`config.mk`:
```
export PLATFORM = sky130hd
export DESIGN_NAME = sched_list_seq
export DESIGN_NICKNAME = d
export VERILOG_FILES = /design/src/rtl/sched_pkg.sv /design/src/rtl/sched_ctrl.sv /design/src/rtl/sched_dpath.sv /design/src/rtl/sched_list_seq.sv
export SDC_FILE = /design/constraint.sdc
export NUM_CORES = 1
export LEC_CHECK = 0
export BUFFER_PORTS_ARGS = -buffer_cell sky130_fd_sc_hd__buf_2
export CAP_MARGIN = 20
export CORE_ASPECT_RATIO = 1.2
export CORE_MARGIN = 2
export CORE_UTILIZATION = 35
export DETAILED_ROUTE_END_ITERATION = 16
export GPL_ROUTABILITY_DRIVEN = 0
export GPL_TIMING_DRIVEN = 0
export PLACE_DENSITY = 0.6
export SLEW_MARGIN = 40
export SYNTH_ARGS = -nofsm -noshare
export SYNTH_HDL_FRONTEND = slang
export SYNTH_SLANG_ARGS = --single-unit
```
`constraint.sdc`:
```
create_clock -name clk -period 4.87 [get_ports clk]
set_clock_uncertainty 0.2 [all_clocks]
set_input_delay 0 -clock clk [delete_from_list [all_inputs] [get_ports clk]]
set_output_delay 0 -clock clk [all_outputs]
set_load 0.005 [all_outputs]
```
`src/rtl/sched_pkg.sv`:
```
package sched_pkg;
  typedef struct packed {
    logic emit;       // current entry leaves this edge
    logic missed;     // trigger refused while running
    logic wrAccept;   // list write lands
    logic wrBlocked;  // list write refused while running
    logic busy;       // playback active
  } seq_strobe_t;
endpackage

```
`src/rtl/sched_ctrl.sv`:
```
module sched_ctrl
  import sched_pkg::*;
#(
  parameter int DEPTH  = 32,
  parameter int DLY_W  = 16,
  parameter int USER_W = 4,
  localparam int AW    = $clog2(DEPTH),
  localparam int LEN_W = $clog2(DEPTH + 1),
  localparam int SEL_W = $clog2(USER_W)
) (
  input  logic              clk,
  input  logic              rstN,
  input  logic              swStart,
  input  logic [USER_W-1:0] ttcUser,
  input  logic [SEL_W-1:0]  ttcSel,
  input  logic              wrEn,
  input  logic [LEN_W-1:0]  listLen,
  input  logic [DLY_W-1:0]  curDelay,
  output logic [AW-1:0]     rdIdx,
  output seq_strobe_t       strb,
  output logic              done
);
  logic             busyQ;
  logic [AW-1:0]    idxQ;
  logic [DLY_W-1:0] cntQ;
  logic [LEN_W-1:0] lenQ;
  logic             doneQ;
  logic             trig;
  logic             atGap;
  logic             lastItem;
  logic [LEN_W-1:0] effLen;

  assign trig     = swStart | ttcUser[ttcSel];
  assign effLen   = (listLen > LEN_W'(DEPTH)) ? LEN_W'(DEPTH) : listLen;
  assign atGap    = busyQ && (cntQ == curDelay);
  assign lastItem = (LEN_W'(idxQ) + LEN_W'(1)) == lenQ;

  always_ff @(posedge clk or negedge rstN) begin
    if (!rstN) begin
      busyQ <= 1'b0;
      idxQ  <= '0;
      cntQ  <= '0;
      lenQ  <= '0;
      doneQ <= 1'b0;
    end else begin
      doneQ <= 1'b0;
      if (!busyQ) begin
        if (trig) begin
          if (effLen == '0) begin
            doneQ <= 1'b1;
          end else begin
            busyQ <= 1'b1;
            idxQ  <= '0;
            cntQ  <= '0;
            lenQ  <= effLen;
          end
        end
      end else if (atGap) begin
        cntQ <= '0;
        if (lastItem) begin
          busyQ <= 1'b0;
          doneQ <= 1'b1;
        end else begin
          idxQ <= idxQ + AW'(1);
        end
      end else begin
        cntQ <= cntQ + DLY_W'(1);
      end
    end
  end

  always_comb begin
    strb.emit      = atGap;
    strb.missed    = busyQ & trig;
    strb.wrAccept  = wrEn & ~busyQ;
    strb.wrBlocked = wrEn & busyQ;
    strb.busy      = busyQ;
  end

  assign rdIdx = idxQ;
  assign done  = doneQ;

  // the end pulse coincides with leaving the running state
  a_r6_done_not_busy: assert property (@(posedge clk) disable iff (!rstN)
    doneQ |-> !busyQ);
  // the playing entry always lies inside the latched length
  a_r6_idx_in_len: assert property (@(posedge clk) disable iff (!rstN)
    busyQ |-> (LEN_W'(idxQ) < lenQ));
  // the wait counter never passes the entry's programmed delay
  a_r4_cnt_bounded: assert property (@(posedge clk) disable iff (!rstN)
    busyQ |-> (cntQ <= curDelay));
endmodule

```
`src/rtl/sched_dpath.sv`:
```
module sched_dpath
  import sched_pkg::*;
#(
  parameter int DEPTH     = 32,
  parameter int DATA_W    = 16,
  parameter int DLY_W     = 16,
  parameter int NUM_LINKS = 8,
  parameter int MISS_W    = 8,
  localparam int AW       = $clog2(DEPTH)
) (
  input  logic                 clk,
  input  logic                 rstN,
  input  seq_strobe_t          strb,
  input  logic [AW-1:0]        rdIdx,
  input  logic [AW-1:0]        wrAddr,
  input  logic [DATA_W-1:0]    wrData,
  input  logic [DLY_W-1:0]     wrDelay,
  input  logic [NUM_LINKS-1:0] linkEnable,
  output logic [DLY_W-1:0]     curDelay,
  output logic                 outValid,
  output logic [DATA_W-1:0]    outData,
  output logic [NUM_LINKS-1:0] outLinks,
  output logic [MISS_W-1:0]    missedCount,
  output logic                 wrError
);
  logic [DATA_W-1:0] payMem [DEPTH];
  logic [DLY_W-1:0]  dlyMem [DEPTH];

  always_ff @(posedge clk) begin
    if (strb.wrAccept) begin
      payMem[wrAddr] <= wrData;
      dlyMem[wrAddr] <= wrDelay;
    end
  end

  assign curDelay = dlyMem[rdIdx];

  always_ff @(posedge clk or negedge rstN) begin
    if (!rstN) begin
      outValid    <= 1'b0;
      outData     <= '0;
      outLinks    <= '0;
      missedCount <= '0;
      wrError     <= 1'b0;
    end else begin
      outValid <= strb.emit;
      outData  <= strb.emit ? payMem[rdIdx] : '0;
      outLinks <= strb.emit ? linkEnable : '0;
      if (strb.missed && (missedCount != '1)) missedCount <= missedCount + MISS_W'(1);
      if (strb.wrBlocked) wrError <= 1'b1;
    end
  end

  // no destination link is flagged without an item
  a_r5_links_need_valid: assert property (@(posedge clk) disable iff (!rstN)
    (outLinks != '0) |-> outValid);
  // the error flag never clears once set
  a_r8_err_sticky: assert property (@(posedge clk) disable iff (!rstN)
    $past(wrError) |-> wrError);
  // the error flag only rises after a refused write
  a_r8_err_cause: assert property (@(posedge clk) disable iff (!rstN)
    $rose(wrError) |-> $past(strb.wrBlocked));
  // a refused trigger below saturation advances the count by one
  a_r7_miss_step: assert property (@(posedge clk) disable iff (!rstN)
    ($past(strb.missed) && ($past(missedCount) != '1)) |->
      (missedCount == $past(missedCount) + MISS_W'(1)));
endmodule

```
`src/rtl/sched_list_seq.sv`:
```
module sched_list_seq
  import sched_pkg::*;
#(
  parameter int DEPTH     = 32,
  parameter int DATA_W    = 16,
  parameter int DLY_W     = 16,
  parameter int NUM_LINKS = 8,
  parameter int USER_W    = 4,
  parameter int MISS_W    = 8,
  localparam int AW       = $clog2(DEPTH),
  localparam int LEN_W    = $clog2(DEPTH + 1),
  localparam int SEL_W    = $clog2(USER_W)
) (
  input  logic                 clk,
  input  logic                 rstN,
  input  logic                 wrEn,
  input  logic [AW-1:0]        wrAddr,
  input  logic [DATA_W-1:0]    wrData,
  input  logic [DLY_W-1:0]     wrDelay,
  input  logic [LEN_W-1:0]     listLen,
  input  logic [NUM_LINKS-1:0] linkEnable,
  input  logic [USER_W-1:0]    ttcUser,
  input  logic [SEL_W-1:0]     ttcSel,
  input  logic                 swStart,
  output logic                 outValid,
  output logic [DATA_W-1:0]    outData,
  output logic [NUM_LINKS-1:0] outLinks,
  output logic                 busy,
  output logic                 done,
  output logic [MISS_W-1:0]    missedCount,
  output logic                 wrError
);
  seq_strobe_t      strb;
  logic [AW-1:0]    rdIdx;
  logic [DLY_W-1:0] curDelay;

  sched_ctrl #(.DEPTH(DEPTH), .DLY_W(DLY_W), .USER_W(USER_W)) uCtrl (
    .clk(clk), .rstN(rstN), .swStart(swStart), .ttcUser(ttcUser), .ttcSel(ttcSel),
    .wrEn(wrEn), .listLen(listLen), .curDelay(curDelay), .rdIdx(rdIdx),
    .strb(strb), .done(done)
  );

  sched_dpath #(.DEPTH(DEPTH), .DATA_W(DATA_W), .DLY_W(DLY_W),
                .NUM_LINKS(NUM_LINKS), .MISS_W(MISS_W)) uDpath (
    .clk(clk), .rstN(rstN), .strb(strb), .rdIdx(rdIdx), .wrAddr(wrAddr),
    .wrData(wrData), .wrDelay(wrDelay), .linkEnable(linkEnable),
    .curDelay(curDelay), .outValid(outValid), .outData(outData),
    .outLinks(outLinks), .missedCount(missedCount), .wrError(wrError)
  );

  assign busy = strb.busy;
endmodule

```
### After elaboration in Yosys (flattened, before gate mapping)

Memory sizes are Yosys's and may differ from the RTL's.
Cells that the tools add are included.

| storage, ports and cells | value |
|---|---|
| flip-flop bits (word level) | 63 |
| RAM bits | 1,024 |
| input port bits | 61 |
| output and inout port bits | 36 |
| logic and storage cells | 63 |
| memories | 2 |

| operators by class | value |
|---|---|
| add/sub/neg operators | 4 |
| magnitude comparators | 2 |
| equality and inequality tests | 6 |
| mux-type cells | 26 |
| bitwise gates (word level) | 6 |
| reduce and logical (&&, ||, !) cells | 7 |

Memory list:

| memory | words | bits a word | read ports | clocked after memory_dff | wr ports | RTL line | text |
|---|---|---|---|---|---|---|---|
| uDpath.dlyMem | 32 | 16 | 1 | 0 | 1 | sched_dpath.sv:27 | `logic [DLY_W-1:0] dlyMem [DEPTH];` |
| uDpath.payMem | 32 | 16 | 1 | 0 | 1 | sched_dpath.sv:26 | `logic [DATA_W-1:0] payMem [DEPTH];` |

Operators by type and width:

| operator | number |
|---|---|
| $mux W16 | 5 |
| $mux W5 | 5 |
| $add A16 B1 Y16 const B | 1 |
| $eq A16 B16 Y1 | 1 |
| $mux W1 | 13 |
| $add A8 B1 Y8 const B | 1 |
| $mux W8 | 1 |
| $ne A8 B8 Y1 const B | 1 |
| $add A5 B1 Y6 const B | 1 |
| $eq A6 B6 Y1 | 1 |
| $gt A6 B6 Y1 const B | 1 |
| $logic_not A6 Y1 | 1 |
| $mux W6 | 1 |
| $add A5 B1 Y5 const B | 1 |
| $ne A2 B2 Y1 const B | 2 |
| $reduce_and A4 Y1 | 1 |
| $and A1 B1 Y1 | 3 |
| $lt A2 B3 Y1 const B | 1 |
| $reduce_and A3 Y1 | 1 |
| $bmux W1 S2 | 1 |
| $logic_and A1 B1 Y1 | 2 |
| $ne A2 B1 Y1 const B | 1 |
| $not A1 Y1 | 2 |
| $reduce_and A2 Y1 | 1 |
| 2 further kinds | 2 |

### Longest topological paths before layout

| logic depth | value |
|---|---|
| word-level depth | 6 |
| gate-level depth with buffers | 16 |
| mapped depth without buffers | 9 |

### Hierarchy

Synthesis repeated with hierarchy kept, for this count alone.

| second synthesis, totals | value |
|---|---|
| cell total of the unflattened synthesis | 1,876 |
| area, all modules | 41,954.0 µm² |

Modules (own cells, without submodules):

| module | instances | cells each | area each (µm²) | seq. area each (µm²) |
|---|---|---|---|---|
| sched_dpath | 1 | 1,671 | 40,070.9 | 31,600.3 |
| sched_ctrl | 1 | 205 | 1,883.1 | 725.7 |

### Least setup slack after synthesis

Ideal clock, no wire load.

| timing | value |
|---|---|
| path type | reg-to-reg |
| start point | register uCtrl.idxQ[0], in the netlist uCtrl.rdIdx[0] |
| end point | register uDpath.outData[10] |
| library setup time | 119 ps |
| arrival | 3,102 ps |
| required time | 4,551 ps |
| setup slack | 1,449 ps |
| cell stages (with the launch flop) | 12 |
| buffers on the path | 7 |
| period minus slack after synthesis | 3,421 ps |
| cell sequence | dfrtp_1 > buf_6 > buf_12 > buf_8 > buf_6 > buf_4 > clkbuf_1 > buf_1 > mux4_2 > mux4_2 > mux2i_1 > nor2_1 |

| on the way | value |
|---|---|
| longest elaborated chain between the ends | 4 |
| elaborated cells between the ends (all ways) | 5 |
| classes of those cells | eq/ne: 1; mux: 1; reduce/logical: 1; memory: 2 |

RTL lines:

| item | RTL line | text |
|---|---|---|
| start: declaration | sched_ctrl.sv:24 | `logic [AW-1:0] idxQ;` |
| start signal: assignment | sched_ctrl.sv:64 | `idxQ <= idxQ + AW'(1);` |
| $mem_v2 Z32 W16 | n/a |  |
| $eq A16 B16 Y1 | sched_ctrl.sv:35 | `assign atGap = busyQ && (cntQ == curDelay);` |
| $logic_and A1 B1 Y1 | sched_ctrl.sv:35 |  |
| $mux W16 * | sched_dpath.sv:47 | `outData <= strb.emit ? payMem[rdIdx] : '0;` |
| end signal: assignment | sched_dpath.sv:47 |  |
| end: declaration | sched_dpath.sv:21 | `output logic [DATA_W-1:0] outData,` |

Every way passes the cells marked *; elsewhere a longest branch is shown, timed or not.
A chain may end at the register's enable or synchronous reset.

### Final worst setup path

| timing | value |
|---|---|
| start point | register uCtrl.idxQ[0], in the netlist uCtrl.rdIdx[0] |
| end point | register uDpath.outData[7] |

Same word-level chain as after synthesis.

==> flow_summary.json <==
{
  "async_flop_share": 0.0580,
  "post_drt_wl_per_cell_um": 29.6,
  "fin_nets": 2421,
  "synth_edf_count": 1024,
  "antenna_found_initial": 5,
  "ys_warn_count": 0,
  "grt_pass1_wl_mm": 167,
  "port_buffers": 96,
  "end_kind": "flop",
  "io_pins": 97,
  "synthCells": 1976,
  "slowest_stage": "nor2_2",
  "hold_depth": 3,
  "ys_dominant_reg_cell": "edfxtp_1",
  "routed_wl_mm": 118,
  "dr.pass1.iters": 7,
  "drc": 0,
  "clock_path_buffers": 3,
  "required_ns": 5.26,
  "hold_end": "uDpath.dlyMem[3][6]",
  "grt_pass1_vias": 22600,
  "syn_to_final_growth_pct": 21.3,
  "start_util": 0.353,
  "cp_max_fo": 10,
  "slowest_delay_ns": 0.51,
  "path_cells": "buf_6, buf_12, buf_8, buf_6, nor2_2, buf_2, a22oi_1, nand3_1, nand4_1, xor2_1, a211oi_1, and4_1, buf_4, nand3_4, buf_4, nor2_1",
  "period_share": 0.967,
  "die_x_um": 321,
  "coreArea_sq_mm": 0.120,
  "r2r_setup_slack_ns": 0.16,
  "reg2regPathDepth": 16,
  "max_slew_margin": 0.386,
  "synth.largest_area_cell": "edfxtp_1",
  "tritoncts": "yes",
  "root_buffer": "clkbuf_16",
  "grt_usage": 0.191,
  "critPathLaunchType": "flop",
  "grt_overflow_total": 0,
  "fmax_mhz": 212,
  "die-area_sq_mm": 0.124,
  "vdd_drop_max_v": 0.000274,
  "cts_buffers": 109,
  "syn-num-nets": 2040,
  "layout-drive-gt1-share": 0.296,
  "synth.avg_cell_area_sq_um": 21.4,
  "hp-class": "in2reg",
  "fin_util": 0.428,
  "drtAntennaViolNets": 0,
  "die_h_um": 385,
  "post_cts_buffers": 0,
  "critPathBufInv": 7,
  "yosysTopAreaCellShare": 0.727,
  "yosys-top-cells-count": "edfxtp_1 (1024), mux4_2 (243), mux2i_1 (109)",
  "drv_slew": 0,
  "worstPathArrival_ns": 5.10,
  "cp-startpoint": "uCtrl.rdIdx[0]",
  "synthTopCellsByArea": "edfxtp_1 (73%), mux4_2 (13%), dfrtp_1 (3.7%)",
  "via_count": 22300,
  "fin_setup_tns_ns": 0,
  "finalPower_mw": 19.7,
  "status": "finished clean",
  "tightest_slew_ns": 0.921,
  "path_delay_family": "simple AND/OR/NAND/NOR gates",
  "netlist_area_sq_mm": 0.0423,
  "vias_per_cell": 5.59,
  "power_leakage_nw": 16.3,
  "clkSinkCount": 1087,
  "worstSetupPathType": "reg2reg",
  "n_antenna_cell": 0,
  "hold_violations": 0,
  "drtIter0Drc": 2867,
  "rows": 139,
  "r2r_start": "uCtrl.rdIdx[0]",
  "r2r-end": "uDpath.outData[7]",
  "hold_start": "wrAddr[1]",
  "synth.most_common_cell": "edfxtp_1",
  "cts_htree_levels": 3,
  "rsz0062_at_grt": "false",
  "synthDistinctLibCells": 63,
  "period_minus_slack_ns": 4.71,
  "finalSetupViolations": 0,
  "yosysSeqAreaShare": 0.764,
  "ys_seq_elements": 1087,
  "maxCapViolCount": 0,
  "clk_pin_slew_ns": 0.06,
  "insertion_delay_ns": 0.69,
  "p_per_area_mw_per_mm2": 383,
  "dp_hpwl_mm": 80.5,
  "grt_max_degree": 46
}
## cell families (layout without fill, tap and decap cells)
group | Yosys count | in the layout | share of synthesized area
xor gates and xnor gates | 38 | 38 | 0.00787
and+or+nand+nor | 239 | 239 | 0.0286
AOI/OAI and AO/OA | 133 | 133 | 0.0232
muxes | 368 | 368 | 0.163
adders and majority gates | 3 | 3 | 0.000887
DFF | 1087 | 1087 | 0.764
buffers and inverters | 108 | 575 | 0.0124
## worst min-delay path, cell delays in order
cell and delay [ns]:
buf_2 0.12, nand4_1 0.41, nor2_4 0.16
## state kept, by name, summed over array words and instances, names as in the netlist
register,flops
uDpath.dlyMem,512
uDpath.payMem,512
uCtrl.cntQ,16
uDpath.outData,16
uDpath.missedCount,8
uDpath.outLinks,8
uCtrl.lenQ,6
uCtrl.rdIdx,5
uCtrl.busyQ,1
uCtrl.done,1
uDpath.outValid,1
uDpath.wrError,1
## cell type report
type                            count  area (sq um)
Clock inverter                     73           733
Tap cell                         1551          1940
Multi-Input combinational cell    781          9710
Clock buffer                      124          2780
Sequential cell                  1087         32300
Inverter                            6          22.5
Timing Repair Buffer              270          3260
Buffer                            102           549
Fill cell                       10100         68500
## how the worst max path moves through the flow
stage | cells after the start | slack, ns | endpoint
global placement | 4 | -1.03 | uDpath.payMem[27][3]
detailed placement | 14 | 0.04 | uDpath.outData[7]
CTS | 14 | 0.01 | uDpath.outData[7]
finish | 16 | 0.16 | uDpath.outData[7]
floorplan | 11 | 1.45 | uDpath.outData[10]
global route | 15 | 0.01 | uDpath.outData[7]
## repair_timing
item,CTS,global route
hold buffers,77,1
resized for setup,0,2
setup endpoints to repair,0,11
endpoints found under the hold margin,1253,18
## power breakdown
part	switching, mW	leakage (nW)	internal, mW
combinational	0.602	4.54	0.379
clock	3.53	1.71	4.78
sequential	0.0932	10.0	10.3
total	4.22	16.3	15.4
## routing by layer
metal	GRT usage	wire length, um	share of wire
met4	0.0770	4910	0.042
met3	0.0297	8800	0.074
met5	0	43	0.00036
met1	0.250	46100	0.39
met2	0.320	58400	0.49
## layout by cell type, fill, tap and decap left out, drive strengths merged, types with 3 or more instances in the layout
cell / instances
a221o: 9
nand2b: 8
clkinv: 50
mux2: 6
inv: 10
edfxtp: 1024
nand4: 9
or3b: 4
nor2b: 10
a211oi: 3
buf: 254
nand3b: 6
and4: 4
o211ai: 3
mux4: 253
dlygate4sd3: 77
ha: 3
or3: 3
a22oi: 40
xor2: 19
nand2: 49
or2: 3
and3: 20
dfrtp: 63
clkinvlp: 6
nor2: 70
nor3: 8
xnor2: 19
a22o: 10
a21oi: 23
a31oi: 4
mux2i: 109
nand3: 30
clkbuf: 165
nor4: 6
a2111oi: 3
o21ai: 15
a221oi: 11
bufinv: 13
and2: 6
## stage by stage
| step | cell area (sq um) | std cells | hold WS (ns) | worst slack [ns] |
|---|---|---|---|---|
| 2_1_floorplan | 42300 | 1976 | -0.496 | 1.45 |
| 3_3_place_gp | 44700 | 3623 | 0.0453 | -1.03 |
| 3_5_place_dp | 47000 | 3718 | -0.349 | 0.0393 |
| 4_1_cts | 51300 | 3992 | 0.0286 | 0.00986 |
| 5_1_grt | 51300 | 3994 | 0.0100 | 0.0117 |
| 6_report | 51300 | 3994 | 0.0146 | 0.160 |
Note: power is estimated with default switching activity, not from simulation.
